===== config.mk =====
export PLATFORM = sky130hd
export DESIGN_NAME = rx_char_recog
export DESIGN_NICKNAME = d
export VERILOG_FILES = /design/src/rtl/rcr_pkg.sv /design/src/rtl/rcr_match_unit.sv /design/src/rtl/rcr_action.sv /design/src/rtl/rx_char_recog.sv
export SDC_FILE = /design/constraint.sdc
export NUM_CORES = 1
export LEC_CHECK = 0
export ABC_AREA = 1
export BUFFER_PORTS_ARGS = -buffer_cell sky130_fd_sc_hd__buf_2
export CAP_MARGIN = 20
export CORE_MARGIN = 10
export CORE_UTILIZATION = 35
export DETAILED_ROUTE_END_ITERATION = 10
export GPL_TIMING_DRIVEN = 1
export SETUP_SLACK_MARGIN = 0.2
export SLEW_MARGIN = 10
export SYNTH_ARGS = -nofsm -noshare
export SYNTH_HDL_FRONTEND = slang
export SYNTH_SLANG_ARGS = --single-unit

===== constraint.sdc =====
create_clock -name clk -period 1.5 [get_ports clk]
set_input_delay 0.375 -clock clk [delete_from_list [all_inputs] [get_ports clk]]
set_output_delay 0.375 -clock clk [all_outputs]
set_load 0.03 [all_outputs]

===== src/rtl/rcr_pkg.sv =====
package rcr_pkg;
    typedef enum logic [2:0] {
        MODE_OFF  = 3'd0,
        MODE_IRQ  = 3'd1,
        MODE_XOFF = 3'd2,
        MODE_XON  = 3'd3,
        MODE_ADDR = 3'd4
    } mode_e;

    localparam int IEN_BIT = 3;
endpackage


===== src/rtl/rcr_match_unit.sv =====
module rcr_match_unit
    import rcr_pkg::*;
#(
    parameter int DATA_W    = 8,
    parameter int NUM_CHARS = 3,
    parameter int ADDR_W    = 3,
    parameter int IDX       = 0
) (
    input  logic              clk,
    input  logic              rst_n,
    input  logic              cfg_we,
    input  logic [ADDR_W-1:0] cfg_addr,
    input  logic [DATA_W-1:0] cfg_wdata,
    input  logic              rx_valid,
    input  logic [DATA_W-1:0] rx_data,
    input  logic              rx_addr_flag,
    output logic              hit_o,
    output mode_e             mode_o,
    output logic              ien_o
);
    localparam logic [ADDR_W-1:0] CHAR_ADDR = ADDR_W'(IDX);
    localparam logic [ADDR_W-1:0] MODE_ADDR_SEL = ADDR_W'(NUM_CHARS + IDX);

    typedef struct packed {
        logic [DATA_W-1:0] ch;
        mode_e             mode;
        logic              ien;
    } slot_t;

    slot_t slot_d, slot_q;

    always_comb begin
        slot_d = slot_q;
        if (cfg_we && cfg_addr == CHAR_ADDR) begin
            slot_d.ch = cfg_wdata;
        end
        if (cfg_we && cfg_addr == MODE_ADDR_SEL) begin
            slot_d.ien = cfg_wdata[IEN_BIT];
            case (cfg_wdata[2:0])
                3'd1:    slot_d.mode = MODE_IRQ;
                3'd2:    slot_d.mode = MODE_XOFF;
                3'd3:    slot_d.mode = MODE_XON;
                3'd4:    slot_d.mode = MODE_ADDR;
                default: slot_d.mode = MODE_OFF;
            endcase
        end
    end

    always_ff @(posedge clk or negedge rst_n) begin
        if (!rst_n) begin
            slot_q <= '{ch: '0, mode: MODE_OFF, ien: 1'b0};
        end else begin
            slot_q <= slot_d;
        end
    end

    assign hit_o  = rx_valid && (slot_q.mode != MODE_OFF) && (rx_data == slot_q.ch)
                    && ((slot_q.mode != MODE_ADDR) || rx_addr_flag);
    assign mode_o = slot_q.mode;
    assign ien_o  = slot_q.ien;

    // an off slot never reports a match
    p_off_no_hit_r2: assert property (@(posedge clk) disable iff (!rst_n)
        (mode_o == MODE_OFF) |-> !hit_o);
endmodule


===== src/rtl/rcr_action.sv =====
module rcr_action
    import rcr_pkg::*;
#(
    parameter int DATA_W    = 8,
    parameter int NUM_CHARS = 3
) (
    input  logic                 clk,
    input  logic                 rst_n,
    input  logic                 rx_valid,
    input  logic [DATA_W-1:0]    rx_data,
    input  logic                 rx_addr_flag,
    input  logic [NUM_CHARS-1:0] hit_i,
    input  mode_e [NUM_CHARS-1:0] modes_i,
    output logic                 tx_pause_o,
    output logic                 rx_enable_o,
    output logic                 fifo_we_o,
    output logic [DATA_W-1:0]    fifo_data_o
);
    typedef struct packed {
        logic              pause;
        logic              rx_en;
        logic              fwe;
        logic [DATA_W-1:0] fdata;
    } act_t;

    act_t act_d, act_q;
    logic xoff_hit, xon_hit, addr_hit, md_active;

    always_comb begin
        xoff_hit  = 1'b0;
        xon_hit   = 1'b0;
        addr_hit  = 1'b0;
        md_active = 1'b0;
        for (int i = 0; i < NUM_CHARS; i++) begin
            if (hit_i[i] && modes_i[i] == MODE_XOFF) xoff_hit = 1'b1;
            if (hit_i[i] && modes_i[i] == MODE_XON)  xon_hit  = 1'b1;
            if (hit_i[i] && modes_i[i] == MODE_ADDR) addr_hit = 1'b1;
            if (modes_i[i] == MODE_ADDR)             md_active = 1'b1;
        end

        act_d       = act_q;
        act_d.fdata = rx_data;
        if (xoff_hit) begin
            act_d.pause = 1'b1;
        end else if (xon_hit) begin
            act_d.pause = 1'b0;
        end
        if (rx_valid && rx_addr_flag && md_active) begin
            act_d.rx_en = addr_hit;
        end
        act_d.fwe = rx_valid && !xoff_hit && !xon_hit
                    && (!md_active || (!rx_addr_flag && act_q.rx_en));
    end

    always_ff @(posedge clk or negedge rst_n) begin
        if (!rst_n) begin
            act_q <= '{pause: 1'b0, rx_en: 1'b0, fwe: 1'b0, fdata: '0};
        end else begin
            act_q <= act_d;
        end
    end

    assign tx_pause_o  = act_q.pause;
    assign rx_enable_o = !md_active || act_q.rx_en;
    assign fifo_we_o   = act_q.fwe;
    assign fifo_data_o = act_q.fdata;

    p_xoff_pause_r6: assert property (@(posedge clk) disable iff (!rst_n)
        xoff_hit |=> tx_pause_o);

    p_flow_drop_r7: assert property (@(posedge clk) disable iff (!rst_n)
        (xoff_hit || xon_hit) |=> !fifo_we_o);

    p_addr_drop_r8: assert property (@(posedge clk) disable iff (!rst_n)
        (rx_valid && rx_addr_flag && md_active) |=> !fifo_we_o);

    p_fwd_data_r7: assert property (@(posedge clk) disable iff (!rst_n)
        (rx_valid && !xoff_hit && !xon_hit && !md_active) |=>
        (fifo_we_o && fifo_data_o == $past(rx_data)));
endmodule


===== src/rtl/rx_char_recog.sv =====
module rx_char_recog
    import rcr_pkg::*;
#(
    parameter int DATA_W    = 8,
    parameter int NUM_CHARS = 3,
    localparam int ADDR_W   = $clog2(2 * NUM_CHARS + 2)
) (
    input  logic                 clk,
    input  logic                 rst_n,
    input  logic                 cfg_we,
    input  logic [ADDR_W-1:0]    cfg_addr,
    input  logic [DATA_W-1:0]    cfg_wdata,
    input  logic                 rx_valid,
    input  logic [DATA_W-1:0]    rx_data,
    input  logic                 rx_addr_flag,
    output logic [NUM_CHARS-1:0] match_status,
    output logic                 char_int_flag,
    output logic                 irq,
    output logic                 tx_pause,
    output logic                 rx_enable,
    output logic                 fifo_we,
    output logic [DATA_W-1:0]    fifo_data
);
    localparam logic [ADDR_W-1:0] CLR_STAT_ADDR = ADDR_W'(2 * NUM_CHARS);
    localparam logic [ADDR_W-1:0] CLR_FLAG_ADDR = ADDR_W'(2 * NUM_CHARS + 1);

    logic [NUM_CHARS-1:0]  hit;
    logic [NUM_CHARS-1:0]  ien;
    mode_e [NUM_CHARS-1:0] modes;

    for (genvar g = 0; g < NUM_CHARS; g++) begin : g_slot
        rcr_match_unit #(
            .DATA_W   (DATA_W),
            .NUM_CHARS(NUM_CHARS),
            .ADDR_W   (ADDR_W),
            .IDX      (g)
        ) u_slot (
            .clk         (clk),
            .rst_n       (rst_n),
            .cfg_we      (cfg_we),
            .cfg_addr    (cfg_addr),
            .cfg_wdata   (cfg_wdata),
            .rx_valid    (rx_valid),
            .rx_data     (rx_data),
            .rx_addr_flag(rx_addr_flag),
            .hit_o       (hit[g]),
            .mode_o      (modes[g]),
            .ien_o       (ien[g])
        );
    end

    rcr_action #(
        .DATA_W   (DATA_W),
        .NUM_CHARS(NUM_CHARS)
    ) u_action (
        .clk         (clk),
        .rst_n       (rst_n),
        .rx_valid    (rx_valid),
        .rx_data     (rx_data),
        .rx_addr_flag(rx_addr_flag),
        .hit_i       (hit),
        .modes_i     (modes),
        .tx_pause_o  (tx_pause),
        .rx_enable_o (rx_enable),
        .fifo_we_o   (fifo_we),
        .fifo_data_o (fifo_data)
    );

    typedef struct packed {
        logic [NUM_CHARS-1:0] status;
        logic                 flag;
    } stat_t;

    stat_t st_d, st_q;
    logic [NUM_CHARS-1:0] clr_bits;
    logic                 clr_flag;

    always_comb begin
        clr_bits = (cfg_we && cfg_addr == CLR_STAT_ADDR) ? cfg_wdata[NUM_CHARS-1:0] : '0;
        clr_flag = cfg_we && (cfg_addr == CLR_FLAG_ADDR) && cfg_wdata[0];
        st_d        = st_q;
        st_d.status = (st_q.status & ~clr_bits) | hit;
        st_d.flag   = (st_q.flag & ~clr_flag) | (|hit);
    end

    always_ff @(posedge clk or negedge rst_n) begin
        if (!rst_n) begin
            st_q <= '0;
        end else begin
            st_q <= st_d;
        end
    end

    assign match_status  = st_q.status;
    assign char_int_flag = st_q.flag;
    assign irq           = |(st_q.status & ien);

    for (genvar g = 0; g < NUM_CHARS; g++) begin : g_chk
        p_hit_sets_r2: assert property (@(posedge clk) disable iff (!rst_n)
            hit[g] |=> match_status[g]);
        p_sticky_r4: assert property (@(posedge clk) disable iff (!rst_n)
            (match_status[g] && !clr_bits[g]) |=> match_status[g]);
    end

    p_flag_set_r3: assert property (@(posedge clk) disable iff (!rst_n)
        (|hit) |=> char_int_flag);
endmodule


==> run_summary.xml <==
<?xml version="1.0" encoding="UTF-8"?>
<metrics>
  <group name="outcome">
    <metric name="status" unit="">complete, but fails checks</metric>
    <metric name="failing_checks" unit="">negative setup slack</metric>
  </group>
  <group name="clocking">
    <metric name="path_clk_slew" unit="ns">0.10</metric>
    <metric name="max_clock_buf_depth" unit="">2</metric>
    <metric name="htreeDepth" unit="">2</metric>
    <metric name="holdBufCountCts" unit="">0</metric>
    <metric name="cts_num_sinks" unit="">51</metric>
    <metric name="tritoncts_clock_tree" unit="">built</metric>
    <metric name="cts.root.buffer_cell" unit="">sky130_fd_sc_hd__clkbuf_8</metric>
    <metric name="number_of_buffers_created_by_cts" unit="">5</metric>
    <metric name="clock_latency" unit="ns">0.31</metric>
  </group>
  <group name="critical_path">
    <metric name="timing.critical_path.fanout_max" unit="">4</metric>
    <metric name="worst-endpoint-arrival" unit="ns">1.27</metric>
    <metric name="timing.setup.critical_path_class" unit="">flip-flop to primary output</metric>
    <metric name="worst_ep_required_time" unit="ns">1.12</metric>
    <metric name="critical_path_capture_point_type" unit="">primary output</metric>
    <metric name="critPathLaunchType" unit="">flip-flop</metric>
  </group>
  <group name="logic_synthesis">
    <metric name="yosys.area.top_type_share" unit="%">48.7</metric>
    <metric name="synth.distinct_cells" unit="">28</metric>
    <metric name="synth.area.top_cells" unit="">sky130_fd_sc_hd__dfrtp_1, sky130_fd_sc_hd__nand2_1, sky130_fd_sc_hd__o21ai_0, sky130_fd_sc_hd__inv_1, sky130_fd_sc_hd__nor2_1</metric>
    <metric name="synth.yosys.warnings" unit="">0</metric>
    <metric name="synth_area_per_cell" unit="um^2">7.59</metric>
    <metric name="synth_fp_nets" unit="">369</metric>
    <metric name="synthesis.instances" unit="">345</metric>
    <metric name="syn_area" unit="um^2">2620</metric>
    <metric name="synth_top_area_cell" unit="">sky130_fd_sc_hd__dfrtp_1</metric>
    <metric name="synth_sequential_area_ratio" unit="%">48.7</metric>
    <metric name="yosys_register_bits" unit="">51</metric>
  </group>
  <group name="placement">
    <metric name="placement.io_buffers" unit="">39</metric>
    <metric name="globalplace.congestion" unit="">0.925</metric>
    <metric name="detailedPlacementHpwl" unit="um">4950</metric>
  </group>
  <group name="finish">
    <metric name="mostFrequentLayoutCells" unit="">sky130_fd_sc_hd__nand2_1, sky130_fd_sc_hd__dfrtp_1, sky130_fd_sc_hd__buf_2, sky130_fd_sc_hd__inv_1, sky130_fd_sc_hd__o21ai_0</metric>
    <metric name="finish.net_count" unit="">426</metric>
    <metric name="drive_above_1_share" unit="%">28.3</metric>
    <metric name="num_antenna_cells" unit="">0</metric>
    <metric name="most_common_cell_after_layout_fill_and_taps_aside" unit="">sky130_fd_sc_hd__nand2_1</metric>
    <metric name="area.growth.synth_to_final" unit="%">27.1</metric>
    <metric name="filler_cell_count" unit="">744</metric>
  </group>
  <group name="grt">
    <metric name="grt_antenna_before_repair" unit="">0</metric>
    <metric name="grt_util_all_layers" unit="%">12.0</metric>
    <metric name="first_global_vias" unit="">2353</metric>
    <metric name="grt_overflow_total" unit="">0</metric>
    <metric name="grt_max_degree" unit="">52</metric>
    <metric name="grt_first_pass_wirelength" unit="um">11200</metric>
  </group>
  <group name="min_path">
    <metric name="worstHoldPathType" unit="">input pin to asynchronous set/reset pin</metric>
  </group>
  <group name="power_and_ir_drop">
    <metric name="power.density" unit="nW/um^2">1120</metric>
    <metric name="p_seq_share" unit="%">46.6</metric>
    <metric name="power.static_leakage" unit="nW">1.73</metric>
    <metric name="cellInternalPower" unit="W">0.00251</metric>
    <metric name="power.share.clock" unit="%">26.2</metric>
    <metric name="p_switching" unit="W">0.00123</metric>
    <metric name="p_comb_share" unit="%">27.2</metric>
    <metric name="sw_frac_of_total" unit="%">32.8</metric>
    <metric name="peakVddDrop" unit="uV">553</metric>
  </group>
  <group name="routing">
    <metric name="ant_nets" unit="">0</metric>
    <metric name="drt-wirelength-per-cell" unit="um">12.8</metric>
    <metric name="route.detailed.drc" unit="">0</metric>
    <metric name="routed_via_density" unit="">4.53</metric>
    <metric name="wl" unit="um">6440</metric>
    <metric name="vias" unit="">2273</metric>
    <metric name="detailedRoute.firstIterationViolations" unit="">125</metric>
    <metric name="detail_route.first_pass.iterations" unit="">4</metric>
  </group>
  <group name="die">
    <metric name="die_width" unit="um">107</metric>
    <metric name="die-area" unit="um^2">11300</metric>
    <metric name="core-area" unit="um^2">7250</metric>
    <metric name="pin_count" unit="">40</metric>
    <metric name="initial_core_util" unit="%">36.1</metric>
    <metric name="die_h" unit="um">107</metric>
    <metric name="placement_rows" unit="">31</metric>
  </group>
  <group name="sta">
    <metric name="clock-skew-final" unit="ns">0.00922</metric>
    <metric name="timing.fmax" unit="GHz">0.607</metric>
    <metric name="final_setup_slack_of_the_worst_path" unit="ns">-0.147</metric>
    <metric name="rsz0062_at_grt" unit="">yes</metric>
    <metric name="finalHoldWorstSlack" unit="ns">0.0434</metric>
    <metric name="timing.final.setup_violations" unit="">1</metric>
    <metric name="worst-slew-pin-transition" unit="ns">0.355</metric>
    <metric name="total_negative_slack_for_setup_checks" unit="ns">-0.147</metric>
    <metric name="timing.final.max_slew_violations" unit="">0</metric>
    <metric name="final_hold_viol_count" unit="">0</metric>
    <metric name="max_slew_margin_vs_limit" unit="%">76.0</metric>
    <metric name="final_min_period_over_clock_period" unit="%">110</metric>
    <metric name="finalWorstPathRequiredPeriod" unit="ns">1.65</metric>
  </group>
  <group name="run">
    <metric name="max_cap_violations" unit="">0</metric>
  </group>
</metrics>
[final timing paths]
kind | start | end | slack [ns] | depth (start not counted)
min reg2reg | g_slot[1].u_slot.mode_o[1] | g_slot[1].u_slot.mode_o[1] | 0.50 | 2
max | g_slot[2].u_slot.mode_o[1] | rx_enable | -0.15 | 5
min in group clk | rx_data[4] | u_action.fifo_data_o[4] | 0.21 | 1
max reg2reg | g_slot[0].u_slot.mode_o[1] | u_action.tx_pause_o | 0.05 | 10
max in group asynchronous | rst_n | g_slot[2].u_slot.mode_o[1] | 1.22 | 2
min | rst_n | u_action.fifo_data_o[0] | 0.04 | 2
[cell type report]
class / instances / area, um^2 / share of cell area [%]
clock buffer: 5 / 68.8 / 2.07
sequential: 51 / 1280 / 38.4
multi-input combinational: 238 / 1210 / 36.3
inverter: 45 / 169 / 5.07
tap: 99 / 124 / 3.72
timing repair buffer: 61 / 437 / 13.1
clock inverter: 3 / 47.5 / 1.43
[registers in the layout (all words and copies together), names as in the netlist]
| signal | cells |
|---|---|
| match_status | 3 |
| u_action.act_q | 1 |
| u_action.fifo_we_o | 1 |
| g_slot.u_slot.mode_o | 9 |
| g_slot.u_slot.ien_o | 3 |
| u_action.fifo_data_o | 8 |
| g_slot.u_slot.slot_q | 24 |
| char_int_flag | 1 |
| u_action.tx_pause_o | 1 |
[timing repair]
action,in CTS,in global routing
endpoints found under the setup margin,9,11
buffers inserted,7,6
pin swaps,10,14
resized for setup,28,21
[power groups by stage]
| stage | Clock, W | Combinational, W | Sequential, W |
|---|---|---|---|
| after floorplan | 0 | 0.000552 | 0.00177 |
| after global placement | 0 | 0.000845 | 0.00176 |
| after detailed placement | 0 | 0.000852 | 0.00176 |
| after CTS | 0.00101 | 0.000946 | 0.00174 |
| after global routing | 0.00107 | 0.00115 | 0.00177 |
| final | 0.000979 | 0.00102 | 0.00174 |
[cells by family (layout without fill, tap and decap cells)]
kind of cell | count (synthesis) | after routing | synth area share, %
compound gates | 50 | 50 | 9.93
simple gates | 185 | 185 | 31.1
flops | 51 | 51 | 48.7
xor+xnor | 3 | 3 | 1.00
buf+inv | 56 | 114 | 9.26
[critical path, stage by stage, from the launching register on]
cell	delay [ns]
sky130_fd_sc_hd__dfrtp_2	0.46
sky130_fd_sc_hd__nor3_4	0.21
sky130_fd_sc_hd__inv_2	0.05
sky130_fd_sc_hd__nand3_2	0.07
sky130_fd_sc_hd__nand2_2	0.05
sky130_fd_sc_hd__buf_6	0.13
[routing by layer]
layer	track usage (%)	vias to the layer above	wire length, um
met3	2.60	10	290
met2	18.5	61	2860
met5	0	-	0
li1	-	1193	-
met1	16.0	1009	3160
met4	4.74	0	130
[through the flow]
step / instance area (um^2) / utilization [%] / setup slack, ns / cells / total power (W)
final: 3330 / 45.9 / -0.147 / 502 / 0.00374
after global routing: 3330 / 45.9 / -0.217 / 502 / 0.00399
after CTS: 3220 / 44.4 / -0.147 / 496 / 0.00369
after detailed placement: 2950 / 40.7 / 0.0516 / 481 / 0.00261
after global placement: 2950 / 40.7 / 0.0829 / 481 / 0.00260
after floorplan: 2630 / - / 0.221 / 345 / 0.00233
[Yosys cell counts (all sizes together)]
cell type,instances
nor2b,2
inv,45
o21ai,43
nand4,7
o41ai,1
xnor2,3
nand3,18
nor2,30
o211ai,1
buf,10
clkbuf,1
nand2,120
a21oi,3
dfrtp,51
a31oi,1
or2,3
nor3,5
o31ai,1
(Power assumes the default switching activity.)
